[config.mk]
export PLATFORM = sky130hd
export DESIGN_NAME = oscevt_irq_ctrl
export DESIGN_NICKNAME = d
export VERILOG_FILES = /design/src/rtl/oscevt_pkg.sv /design/src/rtl/oscevt_rise.sv /design/src/rtl/oscevt_ena.sv /design/src/rtl/oscevt_flags.sv /design/src/rtl/oscevt_irq_ctrl.sv
export SDC_FILE = /design/constraint.sdc
export NUM_CORES = 1
export LEC_CHECK = 0
export BUFFER_PORTS_ARGS = -buffer_cell sky130_fd_sc_hd__buf_2
export CORE_MARGIN = 2
export CORE_UTILIZATION = 43
export CTS_CLUSTER_DIAMETER = 30
export DETAILED_ROUTE_END_ITERATION = 10
export GPL_TIMING_DRIVEN = 0
export PLACE_DENSITY = 0.81
export SYNTH_ARGS = -nofsm -noshare
export SYNTH_HDL_FRONTEND = slang
export SYNTH_SLANG_ARGS = --single-unit
[constraint.sdc]
create_clock -name clk -period 1.6 [get_ports clk]
set_clock_uncertainty 0.1 [all_clocks]
set_input_delay 0.08 -clock clk [delete_from_list [all_inputs] [get_ports clk]]
set_output_delay 0.08 -clock clk [all_outputs]
set_load 0.02 [all_outputs]
[src/rtl/oscevt_pkg.sv]
package oscevt_pkg;

  // Bit positions shared by the enable, flag and clear registers
  localparam int unsigned POS_LSI_RDY  = 0;
  localparam int unsigned POS_LSE_RDY  = 1;
  localparam int unsigned POS_HSI_RDY  = 3;
  localparam int unsigned POS_HSE_RDY  = 4;
  localparam int unsigned POS_HSE_FAIL = 8;
  localparam int unsigned POS_LSE_FAIL = 9;
  localparam int unsigned N_RDY        = 4;
  localparam int unsigned MIN_DATA_W   = 10;

  // Word addresses of the register slots
  typedef enum logic [1:0] {
    SLOT_ENA  = 2'd0,
    SLOT_FLAG = 2'd1,
    SLOT_CLR  = 2'd2,
    SLOT_RSVD = 2'd3
  } slot_e;

  function automatic int unsigned rdy_pos(input int unsigned idx);
    case (idx)
      0:       return POS_LSI_RDY;
      1:       return POS_LSE_RDY;
      2:       return POS_HSI_RDY;
      default: return POS_HSE_RDY;
    endcase
  endfunction

  function automatic logic [31:0] rdy_mask();
    logic [31:0] m;
    m = '0;
    for (int unsigned i = 0; i < N_RDY; i++) m[rdy_pos(i)] = 1'b1;
    return m;
  endfunction

  function automatic logic [31:0] fail_mask();
    logic [31:0] m;
    m = '0;
    m[POS_HSE_FAIL] = 1'b1;
    m[POS_LSE_FAIL] = 1'b1;
    return m;
  endfunction

  // The set term is ORed after the clear term, so a set always wins
  function automatic logic [31:0] flag_next(input logic [31:0] cur,
                                            input logic [31:0] set,
                                            input logic [31:0] clr);
    return set | (cur & ~clr);
  endfunction

endpackage

[src/rtl/oscevt_rise.sv]
module oscevt_rise #(
  parameter int unsigned W = 32
) (
  input  logic         clk,
  input  logic         rst_n,
  input  logic [W-1:0] lvl_i,
  output logic [W-1:0] rise_o
);

  logic [W-1:0] prev_q;

  always_ff @(posedge clk or negedge rst_n) begin
    if (!rst_n) prev_q <= '0;
    else        prev_q <= lvl_i;
  end

  assign rise_o = lvl_i & ~prev_q;

endmodule

[src/rtl/oscevt_ena.sv]
module oscevt_ena #(
  parameter int unsigned DATA_W = 32,
  parameter int unsigned ADDR_W = 2
) (
  input  logic              clk,
  input  logic              rst_n,
  input  logic              wr_en_i,
  input  logic [ADDR_W-1:0] wr_addr_i,
  input  logic [DATA_W-1:0] wr_data_i,
  output logic [DATA_W-1:0] en_o
);
  import oscevt_pkg::*;

  localparam logic [DATA_W-1:0] ENA_MASK = DATA_W'(rdy_mask());

  logic              wr_hit;
  logic [DATA_W-1:0] en_q;

  assign wr_hit = wr_en_i && (wr_addr_i == ADDR_W'(SLOT_ENA));

  always_ff @(posedge clk or negedge rst_n) begin
    if (!rst_n)      en_q <= '0;
    else if (wr_hit) en_q <= wr_data_i & ENA_MASK;
  end

  assign en_o = en_q;


  ena_hold_chk: assert property (@(posedge clk) disable iff (!rst_n)
    !wr_hit |=> $stable(en_q));

endmodule

[src/rtl/oscevt_flags.sv]
module oscevt_flags #(
  parameter int unsigned DATA_W = 32
) (
  input  logic              clk,
  input  logic              rst_n,
  input  logic [DATA_W-1:0] set_i,
  input  logic [DATA_W-1:0] clr_i,
  output logic [DATA_W-1:0] flag_o
);
  import oscevt_pkg::*;

  logic [DATA_W-1:0] flag_q;
  logic [31:0]       nxt_wide;

  assign nxt_wide = flag_next(32'(flag_q), 32'(set_i), 32'(clr_i));

  always_ff @(posedge clk or negedge rst_n) begin
    if (!rst_n) flag_q <= '0;
    else        flag_q <= nxt_wide[DATA_W-1:0];
  end

  assign flag_o = flag_q;


  clr_takes_chk: assert property (@(posedge clk) disable iff (!rst_n)
    ((clr_i & ~set_i) != '0) |=> ((flag_q & $past(clr_i & ~set_i)) == '0));


  set_wins_chk: assert property (@(posedge clk) disable iff (!rst_n)
    (set_i != '0) |=> ((flag_q & $past(set_i)) == $past(set_i)));


  rise_has_src_chk: assert property (@(posedge clk) disable iff (!rst_n)
    1'b1 |=> ((flag_q & ~$past(flag_q) & ~$past(set_i)) == '0));

endmodule

[src/rtl/oscevt_irq_ctrl.sv]
module oscevt_irq_ctrl #(
  parameter int unsigned DATA_W = 32,
  parameter int unsigned ADDR_W = 2
) (
  input  logic              clk,
  input  logic              rst_n,
  input  logic              wr_en_i,
  input  logic [ADDR_W-1:0] wr_addr_i,
  input  logic [DATA_W-1:0] wr_data_i,
  input  logic              lsi_rdy_i,
  input  logic              lse_rdy_i,
  input  logic              hsi_rdy_i,
  input  logic              hse_rdy_i,
  input  logic              hsi_sw_on_i,
  input  logic              hse_fail_i,
  input  logic              lse_fail_i,
  output logic [DATA_W-1:0] evt_flags_o,
  output logic              irq_o
);
  import oscevt_pkg::*;

  initial begin
    if (DATA_W < MIN_DATA_W) $error("DATA_W too small for the flag layout");
  end

  logic [DATA_W-1:0] rdy_vec;
  logic [DATA_W-1:0] rise_vec;
  logic [DATA_W-1:0] en_vec;
  logic [DATA_W-1:0] qual_vec;
  logic [DATA_W-1:0] fail_vec;
  logic [DATA_W-1:0] set_vec;
  logic [DATA_W-1:0] clr_vec;
  logic              clr_hit;

  // Place the ready levels and the failure pulses at their bit positions
  always_comb begin
    rdy_vec                = '0;
    rdy_vec[POS_LSI_RDY]   = lsi_rdy_i;
    rdy_vec[POS_LSE_RDY]   = lse_rdy_i;
    rdy_vec[POS_HSI_RDY]   = hsi_rdy_i;
    rdy_vec[POS_HSE_RDY]   = hse_rdy_i;
    qual_vec               = '1;
    qual_vec[POS_HSI_RDY]  = hsi_sw_on_i;
    fail_vec               = '0;
    fail_vec[POS_HSE_FAIL] = hse_fail_i;
    fail_vec[POS_LSE_FAIL] = lse_fail_i;
  end

  oscevt_rise #(.W(DATA_W)) u_rise (
    .clk    (clk),
    .rst_n  (rst_n),
    .lvl_i  (rdy_vec),
    .rise_o (rise_vec)
  );

  oscevt_ena #(.DATA_W(DATA_W), .ADDR_W(ADDR_W)) u_ena (
    .clk       (clk),
    .rst_n     (rst_n),
    .wr_en_i   (wr_en_i),
    .wr_addr_i (wr_addr_i),
    .wr_data_i (wr_data_i),
    .en_o      (en_vec)
  );

  assign set_vec = (rise_vec & en_vec & qual_vec) | fail_vec;
  assign clr_hit = wr_en_i && (wr_addr_i == ADDR_W'(SLOT_CLR));
  assign clr_vec = clr_hit ? wr_data_i : '0;

  oscevt_flags #(.DATA_W(DATA_W)) u_flags (
    .clk    (clk),
    .rst_n  (rst_n),
    .set_i  (set_vec),
    .clr_i  (clr_vec),
    .flag_o (evt_flags_o)
  );

  assign irq_o = |evt_flags_o;


  for (genvar g = 0; g < N_RDY; g++) begin : g_rdy_chk
    localparam int unsigned B = rdy_pos(g);
    rdy_needs_en_chk: assert property (@(posedge clk) disable iff (!rst_n)
      $rose(evt_flags_o[B]) |-> $past(en_vec[B] && rdy_vec[B]));
  end


  hsi_qual_chk: assert property (@(posedge clk) disable iff (!rst_n)
    $rose(evt_flags_o[POS_HSI_RDY]) |-> $past(hsi_sw_on_i));


  hse_fail_chk: assert property (@(posedge clk) disable iff (!rst_n)
    hse_fail_i |=> evt_flags_o[POS_HSE_FAIL]);


  lse_fail_chk: assert property (@(posedge clk) disable iff (!rst_n)
    lse_fail_i |=> evt_flags_o[POS_LSE_FAIL]);


  irq_rise_chk: assert property (@(posedge clk) disable iff (!rst_n)
    $rose(irq_o) |-> $past(set_vec != '0));

endmodule

Yosys cells after proc, flatten, opt, wreduce, memory -nomap -nowiden
Cells that the tools add are included.

Equal/unequal tests: 1. Mux-type cells: 1. Bitwise logic cells: 8. Reductions and logical operators: 4.

Operators with widths (count): 32-bit AND (2); 32-bit by 5-bit AND with 32-bit output (1); 5-bit by 32-bit AND with 32-bit output (1); 32-bit 2-to-1 mux (1); 32-bit inverter (1); 5-bit inverter with 32-bit output (1); 32-bit by 10-bit OR with 32-bit output (1); 32-bit OR (1); 32-bit OR reduction (1); 2-bit equality test, second input constant (1); 1-bit logical AND (2); 2-bit zero test (1).

Register bits: 40. Input bits: 44. Output and inout port bits: 33. Word-level logic and storage cells: 17.

Longest topological paths before layout
Depth in word-level cells: 6. Gate-level depth with buffers: 4.

Hierarchy
A second synthesis with hierarchy kept.

Cells, all modules: 278. Area, all modules: 3285.7 sq um.

Modules (own cells, without submodules): oscevt_rise (times used 1, cells an instance 64, area each 1241.2 sq um, seq. area each 800.8 sq um); oscevt_flags (times used 1, cells an instance 96, area each 1161.1 sq um, seq. area each 800.8 sq um); oscevt_irq_ctrl (times used 1, cells an instance 80, area each 505.5 sq um, seq. area each 0.0 sq um); oscevt_ena (times used 1, cells an instance 38, area each 377.9 sq um, seq. area each 100.1 sq um).

Worst setup path before layout
No wires, ideal clock.

Kind: flip-flop to output port. Start point: register u_flags.flag_q[4] (netlist: u_flags.flag_o[4]). End point: output irq_o. Arrival time: 1.182 ns. Required time: 1.420 ns. Slack: 0.238 ns. Stages on the path, launching flop included: 4. Cell sequence: dfrtp_1 -> nor4_1 -> nand4_1 -> or2_2.

Word-level cells in the longest chain between the ends: 1.

RTL lines: from (decl) (line oscevt_flags.sv:12) `logic [DATA_W-1:0] flag_q;`; from (signal assigned) (line oscevt_flags.sv:19) `else flag_q <= nxt_wide[DATA_W-1:0];`; 32-bit OR reduction (line oscevt_irq_ctrl.sv:77) `assign irq_o = |evt_flags_o;`; to (decl) (line oscevt_irq_ctrl.sv:18) `output logic irq_o`.

No other way between the ends.

Final worst setup path
Start point: register u_flags.flag_q[29] (netlist: u_flags.flag_o[29]). End point: output irq_o.

The elaborated chain is that of the path after synthesis.

==> impl_metrics.py <==
metrics = {
    "grt": {
        "grt_usage_pct": 21.13,
        "grt_pass1_vias": 1303,
        "grt_first_pass_wirelength_mm": 5.671,
        "grt_max_degree": 41,
        "overflow": 0,
        "antenna_found_initial": 0,
    },
    "clocking": {
        "clock-sinks": 40,
        "cts_buffer_depth": 2,
        "tritoncts": "built",
        "root_buffer": "clkbuf_4",
        "clk_pin_slew_worst_paths_ps": 110,
        "cts_max_level": 2,
        "clk_latency_ps": 340,
        "cts_buffers": 5,
    },
    "floorplanning": {
        "std_cell_rows": 21,
        "die_width_um": 61.87,
        "io_pins": 77,
        "die_h_um": 61.87,
        "core_area_um2": 3284,
        "initial_core_util_pct": 43.85,
        "dieArea_um2": 3828,
    },
    "drt": {
        "dr.pass1.iters": 4,
        "first_iter_violations": 27,
        "drc_errors": 0,
        "drt-total-wl_mm": 3.943,
        "post_drt_wl_per_cell_um": 14.50,
        "vias": 1329,
        "postRouteAntennaNets": 0,
        "viasPerCell": 4.886,
    },
    "power_and_ir_drop": {
        "leakagePower_uw": 0.001203,
        "p_int_uw": 1396,
        "comb_power_share_pct": 16.0,
        "p_switching_uw": 468.4,
        "p_sw_share_pct": 25.12,
        "power_density_nw_per_um2": 787.2,
        "vdd_drop_max_uv": 497.5,
        "power.share.sequential_pct": 59.5,
        "p_clk_share_pct": 24.5,
    },
    "place": {
        "portBuffers": 76,
        "globalplace.congestion": 0.7525,
        "place_area_um2": 1878,
        "dpl.hpwl_mm": 2.547,
    },
    "synth": {
        "ys_seq_elements": 40,
        "synth_area_leaders": "dfrtp_1 (70%), a21boi_0 (11%), nor4_1 (3.5%)",
        "syn_area_per_cell_um2": 14.12,
        "yosys_warnings": 0,
        "syn-cell-area_um2": 1440,
        "yosysTopAreaCellShare_pct": 69.50,
        "ys_types": 16,
        "yosysSeqAreaShare_pct": 69.50,
        "syn_nets": 146,
        "synthDominantAreaCellType": "dfrtp_1",
        "netlist_instances": 102,
    },
    "worst_hold_path": {
        "hold_path_class": "input port to flip-flop",
        "worstHoldPathCells": 3,
    },
    "finish": {
        "multi_input_area_um2": 451.7,
        "regArea_um2": 1001,
        "area_growth_pct": 64.47,
        "num_antenna_cells": 0,
        "finalNetCount": 270,
        "fill_cells": 218,
        "final_core_util_pct": 72.11,
        "drive_gt1_share_pct": 42.04,
        "post-route-cell-area_um2": 2369,
    },
    "worst_setup_path": {
        "critPathLaunchType": "flip-flop",
        "cp.required_ps": 1420,
        "end_kind": "output port",
        "arrival_ps": 1630,
        "worstSetupPathType": "flip-flop to output port",
        "ff2ff_path_depth": 2,
        "path_max_fanout": 3,
    },
    "timing": {
        "worst_pin_slew_ps": 844.2,
        "hold_viol": 0,
        "setup_viol": 1,
        "maxSlewViolCount": 0,
        "fmax_ghz": 0.5532,
        "fin_ws_ps": -207.6,
        "rsz0062_at_grt": "true",
        "min_period_ps": 1808,
        "max_slew_margin_pct": 43.72,
        "period_share_pct": 113.0,
    },
    "outcome": {
        "status": "complete, but fails checks",
        "violations": "negative setup slack",
    },
    "job": {
        "maxCapViolations": 0,
    },
}
## power by group through the flow
stage | Combinational [uW] | Sequential, uW | Clock, uW
after floorplan | 59.1 | 1150 | 0
after global placement | 202 | 1120 | 0
after detailed placement | 210 | 1120 | 0
after CTS | 298 | 1100 | 478
after global routing | 328 | 1120 | 524
final | 298 | 1110 | 457
## cell type report
type	count	area share [%]
Sequential cell	40	42.26
Timing Repair Buffer	117	33.54
Multi-Input combinational cell	59	19.07
Tap cell	46	2.430
Buffer	3	0.7396
Clock inverter	1	0.2113
Clock buffer	6	1.743
## kinds of logic after synthesis
| logic type | share of synthesized area [%] |
|---|---|
| flops | 69.50 |
| buf+inv | 1.217 |
| mux | 3.127 |
| compound gates | 17.12 |
| simple gates | 9.036 |
## worst paths after layout
check / slack (ps) / start / to
max in group asynchronous: 600 / rst_n / u_flags.flag_o[10]$_DFF_PN0_
min in group asynchronous: 270 / rst_n / u_flags.flag_o[28]$_DFF_PN0_
worst max register to register: 260 / u_flags.flag_o[9]$_DFF_PN0_ / u_flags.flag_o[9]$_DFF_PN0_
worst min-delay path: 40 / wr_addr_i[0] / u_ena.en_o[1]$_DFFE_PN0P_
worst max-delay path: -210 / u_flags.flag_o[29]$_DFF_PN0_ / irq_o
worst min register to register: 330 / u_rise.prev_q[0]$_DFF_PN0_ / u_flags.flag_o[0]$_DFF_PN0_
## stage by stage
stage                     setup WS (ps)  power (uW)  instances  setup TNS (ps)  hold WS (ps)
after floorplan                   238.0        1206        102               0        -315.6
after global placement            5.224        1318        224               0         100.3
after detailed placement          15.97        1329        224               0         104.0
after CTS                        -218.2        1877        272          -218.2         30.76
after global routing             -291.2        1971        272          -291.2         24.73
final                            -207.6        1865        272          -207.6         41.83
## synthesized netlist by cell type
cell	count
a21boi_0	21
dfrtp_1	40
mux2_2	4
nand4_1	2
and3b_1	1
buf_4	1
o2bb2ai_1	3
nor4_1	8
nand2_1	9
buf_2	2
nor3b_2	1
or2_2	1
nor2b_1	1
a21boi_1	5
a21o_1	2
a32o_1	1
## cell usage in the layout (no fill, tap or decap)
| cell | n |
|---|---|
| a21boi_0 | 21 |
| a21boi_1 | 5 |
| a21o_1 | 2 |
| a32o_1 | 1 |
| and3b_1 | 1 |
| buf_2 | 77 |
| buf_4 | 2 |
| buf_6 | 1 |
| clkbuf_1 | 1 |
| clkbuf_4 | 5 |
| clkinv_2 | 1 |
| dfrtp_1 | 40 |
| dlygate4sd3_1 | 40 |
| mux2_2 | 4 |
| nand2_1 | 9 |
| nand4_1 | 2 |
| nor2b_1 | 1 |
| nor3b_2 | 1 |
| nor4_1 | 5 |
| nor4_2 | 2 |
| nor4_4 | 1 |
| o2bb2ai_1 | 3 |
| or2_4 | 1 |
## flip-flops by register name, indices dropped and copies added (netlist names)
signal and flops:
u_flags.flag_o 32, u_ena.en_o 4, u_rise.prev_q 4
## critical path, cell delays in order, from the launching register on
cell and delay (ps):
dfrtp_1 430, nor4_2 330, nand4_1 130, or2_4 270
buf_6 130
## routing by layer
layer  track usage, %  share of wire [%]  vias to the layer above  routed length [um]
li1                 -                  -                      620                   -
met2            37.89                 50                       64                1955
met5                0                  0                        -                   0
met1            22.19                 40                      633                1582
met4            8.815                2.4                        0                  93
met3            7.867                7.9                       12                 312
## what timing repair did
action,4_1_cts,5_1_grt
hold endpoints to repair,80,0
setup buffers,1,0
gates resized for setup,4,3
pin swaps,3,0
hold buffers,40,0
endpoints found under the setup margin,1,1
No activity file was read; power rests on OpenSTA's default activity.
